===== src/rtl/burst_pkg.sv =====
package burst_pkg;
  typedef enum logic {
    ORD_LINEAR     = 1'b0,
    ORD_INTERLEAVE = 1'b1
  } order_e;
endpackage


===== src/rtl/burst_load_ctrl.sv =====
module burst_load_ctrl (
  input  logic ads_proc_ni,
  input  logic ads_ctrl_ni,
  input  logic ce_ni,
  input  logic adv_ni,
  output logic load_o,
  output logic step_o
);
  logic proc_hit, ctrl_hit;

  assign proc_hit = ~ads_proc_ni & ~ce_ni;
  assign ctrl_hit = ~ads_ctrl_ni;
  assign load_o   = proc_hit | ctrl_hit;
  // load wins over advance
  assign step_o   = ~load_o & ~adv_ni;
endmodule


===== src/rtl/burst_beat_cnt.sv =====
module burst_beat_cnt #(
  parameter int BEAT_W = 2
) (
  input  logic              clk_i,
  input  logic              rst_ni,
  input  logic              load_i,
  input  logic              step_i,
  input  logic [BEAT_W-1:0] start_i,
  output logic [BEAT_W-1:0] start_o,
  output logic [BEAT_W-1:0] cnt_o
);
  localparam logic [BEAT_W-1:0] CNT_LAST = {BEAT_W{1'b1}};

  always_ff @(posedge clk_i or negedge rst_ni) begin
    if (!rst_ni) begin
      start_o <= '0;
      cnt_o   <= '0;
    end else if (load_i) begin
      start_o <= start_i;
      cnt_o   <= '0;
    end else if (step_i) begin
      cnt_o   <= cnt_o + 1'b1;
    end
  end

  a_r9_wrap: assert property (@(posedge clk_i) disable iff (!rst_ni)
    (step_i && !load_i && cnt_o == CNT_LAST) |=> cnt_o == '0);

  a_r7_wait_hold: assert property (@(posedge clk_i) disable iff (!rst_ni)
    (!load_i && !step_i) |=> ($stable(cnt_o) && $stable(start_o)));
endmodule


===== src/rtl/burst_order_map.sv =====
module burst_order_map
  import burst_pkg::*;
#(
  parameter int BEAT_W = 2
) (
  input  order_e            order_i,
  input  logic [BEAT_W-1:0] start_i,
  input  logic [BEAT_W-1:0] cnt_i,
  output logic [BEAT_W-1:0] addr_o
);
  logic [BEAT_W-1:0] lin_addr, ilv_addr;

  assign lin_addr = start_i + cnt_i;
  assign ilv_addr = start_i ^ cnt_i;

  always_comb begin
    unique case (order_i)
      ORD_LINEAR:     addr_o = lin_addr;
      ORD_INTERLEAVE: addr_o = ilv_addr;
      default:        addr_o = lin_addr;
    endcase
  end
endmodule


===== src/rtl/burst_addr_gen.sv =====
module burst_addr_gen
  import burst_pkg::*;
#(
  parameter int BEAT_W = 2
) (
  input  logic              clk_i,
  input  logic              rst_ni,
  input  logic              ads_proc_ni,
  input  logic              ads_ctrl_ni,
  input  logic              ce_ni,
  input  logic              adv_ni,
  input  logic              mode_i,
  input  logic [BEAT_W-1:0] addr_lo_i,
  output logic [BEAT_W-1:0] burst_addr_o,
  output logic              upper_load_o
);
  logic              load, step;
  logic [BEAT_W-1:0] start_q, cnt_q;
  order_e            order_q;

  // order select is static but sampled each edge
  always_ff @(posedge clk_i or negedge rst_ni) begin
    if (!rst_ni) order_q <= ORD_LINEAR;
    else         order_q <= order_e'(mode_i);
  end

  burst_load_ctrl u_load (
    .ads_proc_ni (ads_proc_ni),
    .ads_ctrl_ni (ads_ctrl_ni),
    .ce_ni       (ce_ni),
    .adv_ni      (adv_ni),
    .load_o      (load),
    .step_o      (step)
  );

  burst_beat_cnt #(.BEAT_W(BEAT_W)) u_cnt (
    .clk_i   (clk_i),
    .rst_ni  (rst_ni),
    .load_i  (load),
    .step_i  (step),
    .start_i (addr_lo_i),
    .start_o (start_q),
    .cnt_o   (cnt_q)
  );

  burst_order_map #(.BEAT_W(BEAT_W)) u_map (
    .order_i (order_q),
    .start_i (start_q),
    .cnt_i   (cnt_q),
    .addr_o  (burst_addr_o)
  );

  assign upper_load_o = load;

  a_r2_proc_load: assert property (@(posedge clk_i) disable iff (!rst_ni)
    (!ads_proc_ni && !ce_ni) |=> burst_addr_o == $past(addr_lo_i));

  a_r3_ctrl_load: assert property (@(posedge clk_i) disable iff (!rst_ni)
    !ads_ctrl_ni |=> burst_addr_o == $past(addr_lo_i));

  a_r5_linear_step: assert property (@(posedge clk_i) disable iff (!rst_ni)
    (!upper_load_o && !adv_ni && !mode_i && order_q == ORD_LINEAR)
      |=> burst_addr_o == BEAT_W'($past(burst_addr_o) + 1'b1));

  a_r6_interleave_step: assert property (@(posedge clk_i) disable iff (!rst_ni)
    (!upper_load_o && !adv_ni && mode_i && order_q == ORD_INTERLEAVE)
      |=> burst_addr_o == ($past(start_q) ^ BEAT_W'($past(cnt_q) + 1'b1)));

  a_r7_addr_wait: assert property (@(posedge clk_i) disable iff (!rst_ni)
    (!upper_load_o && adv_ni && (order_q == order_e'(mode_i)))
      |=> $stable(burst_addr_o));
endmodule


===== config.mk =====
export PLATFORM = sky130hd
export DESIGN_NAME = burst_addr_gen
export DESIGN_NICKNAME = d
export VERILOG_FILES = /design/src/rtl/burst_pkg.sv /design/src/rtl/burst_load_ctrl.sv /design/src/rtl/burst_beat_cnt.sv /design/src/rtl/burst_order_map.sv /design/src/rtl/burst_addr_gen.sv
export SDC_FILE = /design/constraint.sdc
export NUM_CORES = 1
export LEC_CHECK = 0
export BUFFER_PORTS_ARGS = -buffer_cell sky130_fd_sc_hd__buf_4
export CORE_AREA = 10 10 47 49
export DETAILED_ROUTE_END_ITERATION = 7
export DIE_AREA = 0 0 57 59
export MAX_ROUTING_LAYER = met4
export PLACE_DENSITY = 0.35
export SYNTH_ARGS = -nofsm -noshare
export SYNTH_HDL_FRONTEND = slang
export SYNTH_HIERARCHICAL = 1
export SYNTH_SLANG_ARGS = --single-unit

===== constraint.sdc =====
create_clock -name clk_i -period 1.59 [get_ports clk_i]
set_input_delay 0.477 -clock clk_i [delete_from_list [all_inputs] [get_ports clk_i]]
set_output_delay 0.477 -clock clk_i [all_outputs]
set_load 0.01 [all_outputs]

==> impl_metrics.json, run 1 <==
{
  "synthesis.nets": 28,
  "drt_iter0_markers": 0,
  "clock-sinks": 5,
  "p_per_area_nw_per_um2": 881.0,
  "arrival_ps": 1190,
  "hpwlAfterDp_um": 476.4,
  "slew_headroom_pct": 85.36,
  "worstMarginPinSlew_ps": 218.7,
  "drtPass1Iterations": 1,
  "yosys-top-cells-count": "dfrtp_1, xnor2_1, mux2_2, nor2_1",
  "num_vias": 197,
  "antenna_found_initial": 0,
  "yosys.cell_types.count": 10,
  "async_reset_ff_share_pct": 100.0,
  "critPathMaxStageDelay_ps": 390,
  "post_drt_via_cell_ratio": 3.788,
  "grt_overflow_total": 0,
  "rsz0062_at_grt": "yes",
  "rows": 14,
  "finalSetupViolations": 1,
  "grt_max_degree": 6,
  "cts.hold.buffers_added": 0,
  "clockRootBuffer": "clkbuf_4",
  "failed_checks": "setup timing",
  "path_max_fanout": 2,
  "die_area_sq_um": 3363,
  "synth_flop_cell": "dfrtp_1",
  "status": "finished, violations left",
  "die_x_um": 57,
  "period_needed_ps": 1670,
  "diodes": 0,
  "cp-end-kind": "output pin",
  "clk_latency_ps": 240,
  "routedWlPerCell_um": 11.31,
  "track_usage_pct": 3.915,
  "grt_pass1_wl_um": 959,
  "required_ps": 1110,
  "syn_inst": 18,
  "routed_wl_um": 588,
  "ios": 12,
  "holdCritPathClass": "in2async",
  "path_clk_slew_ps": 50,
  "cp_num_buf_inv": 1,
  "cts_tree": "yes",
  "drive_gt1_share_pct": 69.44,
  "ys_seq_area_share_pct": 54.05,
  "critPathSlowestCell": "dfrtp_1",
  "grt_pass1_vias": 231,
  "core-area_sq_um": 1401,
  "htree_levels": 1,
  "cts_made_buffers": 3,
  "area_delta_synth_final_pct": 76.76,
  "path_delay_family": "flip-flops",
  "netlist_area_sq_um": 231.5,
  "nNetsFinal": 47,
  "portBuffers": 11,
  "crit_type": "reg2out",
  "finalMaxSlewViolations": 0,
  "synth-warning-count": 6,
  "die_h_um": 59,
  "ir_worst_vdd_mv": 0.4185,
  "finClkSkew_ps": 0.03789,
  "p_leak_uw": 0.0001907,
  "maxCapViolations": 0,
  "final-hold-violation-count": 0,
  "netlist.area_leader.share_pct": 54.05,
  "worstSetupStartpointType": "flip-flop",
  "synth_area_leaders": "dfrtp_1, xnor2_1, mux2_2, ha_1, a21bo_1",
  "setup_slack_ps": -79.88,
  "total_power_uw": 360.5,
  "crit_chain": "ha_2 -> nor2b_4 -> xnor2_2 -> buf_4",
  "start_util_pct": 16.52,
  "syn_area_per_cell_sq_um": 12.86,
  "synth-edff-count": 0,
  "fmax_mhz": 598.8,
  "synthMostInstantiatedCell": "dfrtp_1",
  "synth_top_area_cell": "dfrtp_1",
  "antenna_left": 0,
  "ys_seq_elements": 5,
  "gp_congestion": 0.6621,
  "drc": 0,
  "clockBufferDepth": 2,
  "min_period_over_period_pct": 105.0,
  "whs_ps": 23.64
}
[final cells by class]
cell class / count / area, sq um
repair buffers: 14 / 105.1
clock inverters: 1 / 5.005
flip-flops and latches: 5 / 125.1
multi-input cells: 13 / 131.4
clock buffers: 3 / 22.52
fillers: 149 / 992.2
well taps: 16 / 20.02
[final timing paths]
| check | start | end | slack, ps | cells after the start |
|---|---|---|---|---|
| max | u_cnt/cnt_o[0]$_DFFE_PN0P_ | burst_addr_o[1] | -80 | 4 |
| min | rst_ni | order_q$_DFF_PN0_ | 20 | 1 |
| max reg2reg | u_cnt/cnt_o[0]$_DFFE_PN0P_ | u_cnt/cnt_o[1]$_DFFE_PN0P_ | 590 | 4 |
| min reg2reg | u_cnt/start_o[0]$_DFFE_PN0P_ | u_cnt/start_o[0]$_DFFE_PN0P_ | 520 | 1 |
| max in group asynchronous | rst_ni | u_cnt/start_o[0]$_DFFE_PN0P_ | 1460 | 1 |
| min in group clk_i | mode_i | order_q$_DFF_PN0_ | 340 | 1 |
[where the power goes]
group / switching (uW) / internal, uW / total [uW]
clock network: 53.8 / 91.1 / 145
logic: 26.8 / 46.9 / 73.7
registers: 6.13 / 136 / 142
total: 86.7 / 274 / 360
[per-layer routing]
layer	vias up	wire length (um)	global-route usage (%)	share of wire (%)
met5	-	0	-	0
met4	0	0	2.013	0
met3	0	51	3.863	8.7
met2	9	300	5.271	51
met1	92	235	3.576	40
li1	96	-	-	-
[flip-flops by register name, summed over array words and instances, names as in the netlist]
register / cells
order_q: 1
u_cnt/cnt_o: 2
u_cnt/start_o: 2
[worst register-to-register path, stage by stage, from the launching register on]
cell	delay [ps]
dfrtp_1	390
buf_4	140
buf_4	130
a21bo_1	160
a21oi_1	110
[cells by family after synthesis]
| logic type | share of synthesized area (%) |
|---|---|
| flip-flops | 54.05 |
| AND/OR/NAND/NOR | 9.193 |
| AO/OA/AOI/OAI | 10.27 |
| adder cells (fa/ha/maj) | 5.405 |
| XOR/XNOR | 11.35 |
| multiplexers | 9.729 |
[placed cells by master (no fill, tap or decap)]
| master | n |
|---|---|
| xnor2_1 | 1 |
| clkinv_2 | 1 |
| ha_2 | 1 |
| nand3b_1 | 1 |
| o21ai_2 | 1 |
| dfrtp_1 | 5 |
| clkbuf_4 | 3 |
| a21bo_1 | 1 |
| nor2_1 | 2 |
| mux2_2 | 2 |
| buf_4 | 14 |
| nor2b_4 | 1 |
| xnor2_2 | 2 |
| a21oi_1 | 1 |
[what timing repair did]
| action | 4_1_cts | 5_1_grt |
|---|---|---|
| resized for setup | 3 | 2 |
| setup endpoints to repair | 1 | 1 |
| pin swaps | 2 | 1 |
| setup buffers | 1 | 1 |
[through the flow]
step | area [sq um] | setup TNS, ps | utilization [%] | instances | setup WS (ps)
floorplan | 231.5 | 0 | - | 18 | 190.9
CTS | 386.6 | -106.8 | 27.59 | 51 | -106.8
global route | 409.1 | -138.3 | 29.20 | 52 | -138.3
global placement | 341.6 | 0 | 24.38 | 46 | 117.3
finish | 409.1 | -79.88 | 29.20 | 52 | -79.88
detailed placement | 341.6 | 0 | 24.38 | 46 | 112.1
Note: power is estimated with default switching activity, not from simulation.
==> run 2: changes to the inputs <==
--- a/config.mk
+++ b/config.mk
@@ -5,12 +5,14 @@
 export SDC_FILE = /design/constraint.sdc
 export NUM_CORES = 1
 export LEC_CHECK = 0
+export ABC_AREA = 1
 export BUFFER_PORTS_ARGS = -buffer_cell sky130_fd_sc_hd__buf_4
 export CORE_AREA = 10 10 47 49
 export DETAILED_ROUTE_END_ITERATION = 7
 export DIE_AREA = 0 0 57 59
+export GPL_TIMING_DRIVEN = 0
 export MAX_ROUTING_LAYER = met4
-export PLACE_DENSITY = 0.35
+export PLACE_DENSITY = 0.38
 export SYNTH_ARGS = -nofsm -noshare
 export SYNTH_HDL_FRONTEND = slang
 export SYNTH_HIERARCHICAL = 1
==> run 2 against run 1 <==
Against the previous run:
- the flow still finishes with violations (setup timing)
- final cell count up 38%
- maximum frequency up 0.11%
- critical path depth up 3
- non-clock buffer count down 1
- die area unchanged
- hold slack better by 10 ps
- via count up 44%
- wire length up 12%
- first-iteration DRC count up 1
- utilization up 1.1 points
- count of clock-buffer cells in the layout up 1
- sequential power about the same
- largest cell class is now flip-flops and latches
- largest power group unchanged
- highest routed layer is now met4
==> impl_metrics.json, run 2 <==
{
  "status": "finished, violations left",
  "failed_checks": "setup timing",
  "hpwlAfterDp_um": 554.9,
  "synthesis.nets": 49,
  "synthSimpleGateAreaFrac_pct": 36.53,
  "final.fill_count": 159,
  "synth_compound_area_share_pct": 3.653,
  "drt_iter0_markers": 1,
  "cp-end-kind": "output pin",
  "grt_overflow_total": 0,
  "htree_levels": 1,
  "die_x_um": 57,
  "start_util_pct": 19.55,
  "reg.largest.list": "u_cnt/cnt_o x2, u_cnt/start_o x2, order_q x1",
  "switching_share_pct": 24.53,
  "clockBufferDepth": 2,
  "die_h_um": 59,
  "antenna_found_initial": 0,
  "synth_top_area_cell": "dfrtp_1",
  "area_delta_synth_final_pct": 54.79,
  "ys_seq_elements": 5,
  "worstMarginPinSlew_ps": 284.5,
  "met3WireLength_um": 37,
  "path_clk_slew_ps": 40,
  "combPwrFrac_pct": 19.7,
  "setup_slack_ps": -77.99,
  "finalMaxSlewViolations": 0,
  "routedWlPerCell_um": 9.111,
  "fmax_mhz": 599.5,
  "synth-edff-count": 0,
  "ios": 12,
  "min_period_over_period_pct": 104.9,
  "period_needed_ps": 1668,
  "ir_worst_vdd_mv": 0.2472,
  "final_common_cell": "nand2_1",
  "post_drt_via_cell_ratio": 3.931,
  "portBuffers": 11,
  "track_usage_pct": 4.452,
  "netlist.area_leader.share_pct": 45.66,
  "rsz0062_at_grt": "yes",
  "drive_gt1_share_pct": 33.93,
  "intPower_uw": 268.7,
  "ys_seq_area_share_pct": 45.66,
  "netlist_area_sq_um": 274.0,
  "total_power_uw": 356.0,
  "crit_type": "reg2out",
  "grt_pass1_vias": 285,
  "synth_flop_cell": "dfrtp_1",
  "yosys.cell_types.count": 10,
  "final_cell_mix": "nand2_1, buf_4, inv_1, dfrtp_1, nor2_1",
  "dp_cells": 66,
  "antenna_left": 0,
  "pre_cts_slack_ps": -60.12,
  "multi_input_area_sq_um": 125.1,
  "yosys.area_share.adder_pct": 4.566,
  "path_max_fanout": 2,
  "synth-warning-count": 6,
  "syn_area_per_cell_sq_um": 7.026,
  "grt_pass1_wl_um": 1110,
  "p_leak_uw": 0.0002297,
  "synth_area_leaders": "dfrtp_1, nand2_1, inv_1, nor2_1, nand3_1",
  "slew_headroom_pct": 80.91,
  "topRoutingLayerUsed": "met4",
  "synth_xor_area_share_pct": 0,
  "sequentialPowerShare_pct": 39.7,
  "async_reset_ff_share_pct": 100.0,
  "cts_tree": "yes",
  "grt_max_degree": 6,
  "synth_mux_area_share_pct": 0,
  "drc": 0,
  "diodes": 0,
  "tns_ps": -77.99,
  "num_vias": 283,
  "pwr-share-clk_pct": 40.6,
  "nNetsFinal": 67,
  "drtPass1Iterations": 3,
  "arrival_ps": 1190,
  "clock-sinks": 5,
  "clockRootBuffer": "clkbuf_4",
  "maxCapViolations": 0,
  "p_switching_uw": 87.34,
  "regArea_sq_um": 125.1,
  "clk_latency_ps": 230,
  "p_per_area_nw_per_um2": 839.3,
  "synth_top_family_by_area": "simple AND/OR/NAND/NOR gates",
  "syn_inst": 39,
  "required_ps": 1110,
  "core-area_sq_um": 1401,
  "rows": 14,
  "synthMostInstantiatedCell": "nand2_1",
  "finClkSkew_ps": 0.004857,
  "cts_made_buffers": 3,
  "final-hold-violation-count": 0,
  "fin_cells": 72,
  "met2_length_um": 290,
  "whs_ps": 34.12,
  "worstSetupStartpointType": "flip-flop",
  "holdCritPathClass": "in2async",
  "gp_congestion": 0.6853,
  "routed_wl_um": 656,
  "cts.hold.buffers_added": 0,
  "yosys-top-cells-count": "nand2_1, inv_1, dfrtp_1, nor2_1, nand3_1",
  "drt-met1-wl_um": 322,
  "finalSetupViolations": 1,
  "die_area_sq_um": 3363
}
-- run 2: changes by cell type in the layout (fill, tap and decap cells not counted), moves of 2 or more --
cell	delta
buf_4	-2
inv_1	+6
mux2_2	-2
nand2_1	+15
nand3_1	+3
nor2_1	+3
xnor2_2	-2
-- run 2: final cells by class --
type | instances | share of cell area, %
inverters | 7 | 6.195
well taps | 16 | 4.720
flip-flops and latches | 5 | 29.50
multi-input cells | 27 | 29.50
clock buffers | 4 | 6.195
repair buffers | 13 | 23.89
-- run 2: cell families (layout without fill, tap and decap cells) --
group / count (synthesis) / in the layout
flip-flops: 5 / 5
adder cells (fa/ha/maj): 1 / 1
AND/OR/NAND/NOR: 24 / 24
AO/OA/AOI/OAI: 2 / 2
buffers and inverters: 7 / 24
-- run 2: through the flow --
| stage | instance area (sq um) | util, % |
|---|---|---|
| finish | 424.2 | 30.27 |
| global route | 424.2 | 30.27 |
| CTS | 410.4 | 29.29 |
| detailed placement | 376.6 | 26.88 |
| global placement | 376.6 | 26.88 |
| floorplan | 274.0 | - |
-- run 2: path summary, 6_finish.rpt --
| kind | start | end | slack, ps | cells after the start |
|---|---|---|---|---|
| worst max register to register | u_cnt/cnt_o[0]$_DFFE_PN0P_ | u_cnt/cnt_o[1]$_DFFE_PN0P_ | 640 | 4 |
| worst min register to register | u_cnt/start_o[0]$_DFFE_PN0P_ | u_cnt/start_o[0]$_DFFE_PN0P_ | 480 | 2 |
| max in group asynchronous | rst_ni | u_cnt/cnt_o[1]$_DFFE_PN0P_ | 1450 | 1 |
| worst min-delay path | rst_ni | u_cnt/start_o[1]$_DFFE_PN0P_ | 30 | 1 |
| min in group clk_i | mode_i | order_q$_DFF_PN0_ | 350 | 1 |
| worst max-delay path | u_cnt/cnt_o[0]$_DFFE_PN0P_ | burst_addr_o[1] | -80 | 7 |
-- run 2: power groups by stage --
| stage | sequential [uW] | combinational (uW) | clock, uW |
|---|---|---|---|
| 4_1_cts | 142 | 67.7 | 151 |
| 2_1_floorplan | 142 | 30.7 | 0 |
| 5_1_grt | 142 | 79.8 | 166 |
| 3_5_place_dp | 144 | 64.6 | 0 |
| 6_report | 141 | 70.2 | 144 |
| 3_3_place_gp | 144 | 64.5 | 0 |
-- run 2: worst max-delay path, stage by stage (launching register included) --
cell     delay (ps)
dfrtp_1         360
ha_2            190
inv_1            40
nor2_1           90
nand3_1          80
nand2_1          60
inv_1            40
buf_6           110
-- run 2: what timing repair did --
item,4_1_cts,5_1_grt
gates resized for setup,1,2
buffers inserted,1,1
pin swaps,0,1
setup endpoints to repair,2,1
-- run 2: routing by layer --
| metal | vias to the layer above | global-route usage [%] |
|---|---|---|
| met5 | - | - |
| met2 | 9 | 5.891 |
| met3 | 2 | 2.146 |
| li1 | 151 | - |
| met1 | 121 | 4.779 |
| met4 | 0 | 4.027 |
==> run 3: changes to the inputs <==
--- a/config.mk
+++ b/config.mk
@@ -6,7 +6,7 @@
 export NUM_CORES = 1
 export LEC_CHECK = 0
 export ABC_AREA = 1
-export BUFFER_PORTS_ARGS = -buffer_cell sky130_fd_sc_hd__buf_4
+export BUFFER_PORTS_ARGS = -buffer_cell sky130_fd_sc_hd__buf_2
 export CORE_AREA = 10 10 47 49
 export DETAILED_ROUTE_END_ITERATION = 7
 export DIE_AREA = 0 0 57 59
==> run 3 against run 2 <==
Against the previous run:
- the flow still finishes with violations (setup timing)
- combinational power shrank 8.4%
- sequential power is essentially flat
- first-iteration DRC count unchanged
- setup slack better by 4.8 ps
- largest cell class is now multi-input gates
- utilization fell by 1.5 points
==> impl_metrics.json, run 3 (synthesis gave the netlist of run 2 again) <==
{
  "final.fill_count": 162,
  "die_h_um": 59,
  "final-hold-violation-count": 0,
  "htree_levels": 1,
  "final_cell_area_sq_um": 402.9,
  "dp_cells": 66,
  "min_period_over_period_pct": 104.6,
  "maxCapViolations": 0,
  "place_area_sq_um": 349.1,
  "rows": 14,
  "worstSetupStartpointType": "flip-flop",
  "period_needed_ps": 1663,
  "diodes": 0,
  "worstMarginPinSlew_ps": 251.3,
  "routedWlPerCell_um": 9.139,
  "holdCritPathClass": "in2async",
  "cp-endpoint": "burst_addr_o[1]",
  "nNetsFinal": 67,
  "area_delta_synth_final_pct": 47.03,
  "crit_start": "u_cnt/cnt_o[0]$_DFFE_PN0P_",
  "reg2reg_depth": 3,
  "tns_ps": -73.22,
  "die_x_um": 57,
  "finalMaxSlewViolations": 0,
  "fmax_mhz": 601.2,
  "drive_gt1_share_pct": 35.71,
  "ir_worst_vdd_mv": 0.2733,
  "gp_congestion": 0.6608,
  "clockRootBuffer": "clkbuf_4",
  "num_vias": 274,
  "final_cell_mix": "nand2_1, buf_2, inv_1, dfrtp_1, nor2_1",
  "failed_checks": "setup timing",
  "utilization_pct": 28.75,
  "antenna_left": 0,
  "rsz0062_at_grt": "yes",
  "core-area_sq_um": 1401,
  "arrival_ps": 1190,
  "cpMostUsedCell": "inv_1",
  "setup_slack_ps": -73.22,
  "cts.hold.buffers_added": 0,
  "drt_iter0_markers": 1,
  "p_per_area_nw_per_um2": 874.4,
  "critPathSlowestCell": "dfrtp_1",
  "crit_type": "reg2out",
  "cts_tree": "yes",
  "drtPass1Iterations": 5,
  "start_util_pct": 19.55,
  "portBuffers": 11,
  "clk_latency_ps": 240,
  "reg2reg_to": "u_cnt/cnt_o[1]$_DFFE_PN0P_",
  "path_clk_slew_ps": 40,
  "whs_ps": 46.57,
  "die_area_sq_um": 3363,
  "cp-end-kind": "output pin",
  "ios": 12,
  "clockBufferDepth": 2,
  "track_usage_pct": 4.760,
  "fin_cells": 72,
  "clock-sinks": 5,
  "p_leak_uw": 0.0002214,
  "crit_chain": "ha_2 -> inv_1 -> nor2_1 -> nand3_1 -> nand2_1 -> inv_1 -> buf_6",
  "final_common_cell": "nand2_1",
  "finClkSkew_ps": 0.04660,
  "finalSetupViolations": 1,
  "reg.largest.list": "u_cnt/cnt_o x2, u_cnt/start_o x2, order_q x1",
  "rr_startpoint": "u_cnt/cnt_o[0]$_DFFE_PN0P_",
  "status": "finished, violations left",
  "path_max_fanout": 2,
  "grt_pass1_wl_um": 1173,
  "post_drt_via_cell_ratio": 3.806,
  "critPathMaxStageDelay_ps": 360,
  "cts_made_buffers": 3,
  "grt_overflow_total": 0,
  "hpwlAfterDp_um": 526.5,
  "reg2reg_slack_ps": 770,
  "routed_wl_um": 658,
  "grt_max_degree": 6,
  "grt_pass1_vias": 290,
  "required_ps": 1110,
  "antenna_found_initial": 0,
  "drc": 0,
  "slew_headroom_pct": 83.15
}
-- run 3: layout make-up --
cell class                 count  area [sq um]  area share [%]
clock buffer                   4         26.28           6.522
inverter                       7         26.28           6.522
multi-input combinational     27         128.9           31.99
sequential                     5         125.1           31.06
tap                           16         20.02           4.969
timing repair buffer          13         76.32           18.94
-- run 3: routing by layer --
layer	part of all wire [%]	global-route usage, %	routed length, um
met1	49	5.244	325
met2	44	5.891	289
met3	5.6	2.146	37
met4	0.76	5.034	5
met5	0	-	0
-- run 3: through the flow --
| stage | total power [uW] | setup slack, ps |
|---|---|---|
| 2_1_floorplan | 173.1 | 162.4 |
| 3_3_place_gp | 197.4 | -70.72 |
| 3_5_place_dp | 197.6 | -63.23 |
| 4_1_cts | 352.7 | -95.41 |
| 5_1_grt | 381.7 | -156.0 |
| 6_report | 352.3 | -73.22 |
-- run 3: timing repair --
item	4_1_cts	5_1_grt
hold endpoints to repair	0	0
resized for setup	1	3
buffers inserted	1	1
pin swaps	0	1
endpoints found under the setup margin	2	2
-- run 3: worst max-delay path, delay by kind of cell, from the launching register on --
family | cells | cell delay (ps)
flip-flops | 1 | 360
AND/OR/NAND/NOR | 3 | 220
buffers and inverters | 3 | 190
adder cells (fa/ha/maj) | 1 | 180
-- run 3: worst min-delay path by stage --
stage | startpoint | end | slack, ps
2_1_floorplan | rst_ni | order_q$_DFF_PN0_ | 180
3_3_place_gp | rst_ni | u_cnt/cnt_o[0]$_DFFE_PN0P_ | 310
3_5_place_dp | rst_ni | u_cnt/cnt_o[1]$_DFFE_PN0P_ | 300
4_1_cts | rst_ni | u_cnt/cnt_o[1]$_DFFE_PN0P_ | 50
5_1_grt | rst_ni | order_q$_DFF_PN0_ | 50
6_report | rst_ni | u_cnt/cnt_o[1]$_DFFE_PN0P_ | 50
-- run 3: report_power, final --
group / leakage (uW) / switching [uW] / internal [uW] / total [uW]
registers: 0.0000633 / 5.56 / 136 / 141
logic: 0.000143 / 32.8 / 31.5 / 64.3
clock network: 0.0000150 / 52.0 / 94.9 / 147
total: 0.000221 / 90.4 / 262 / 352
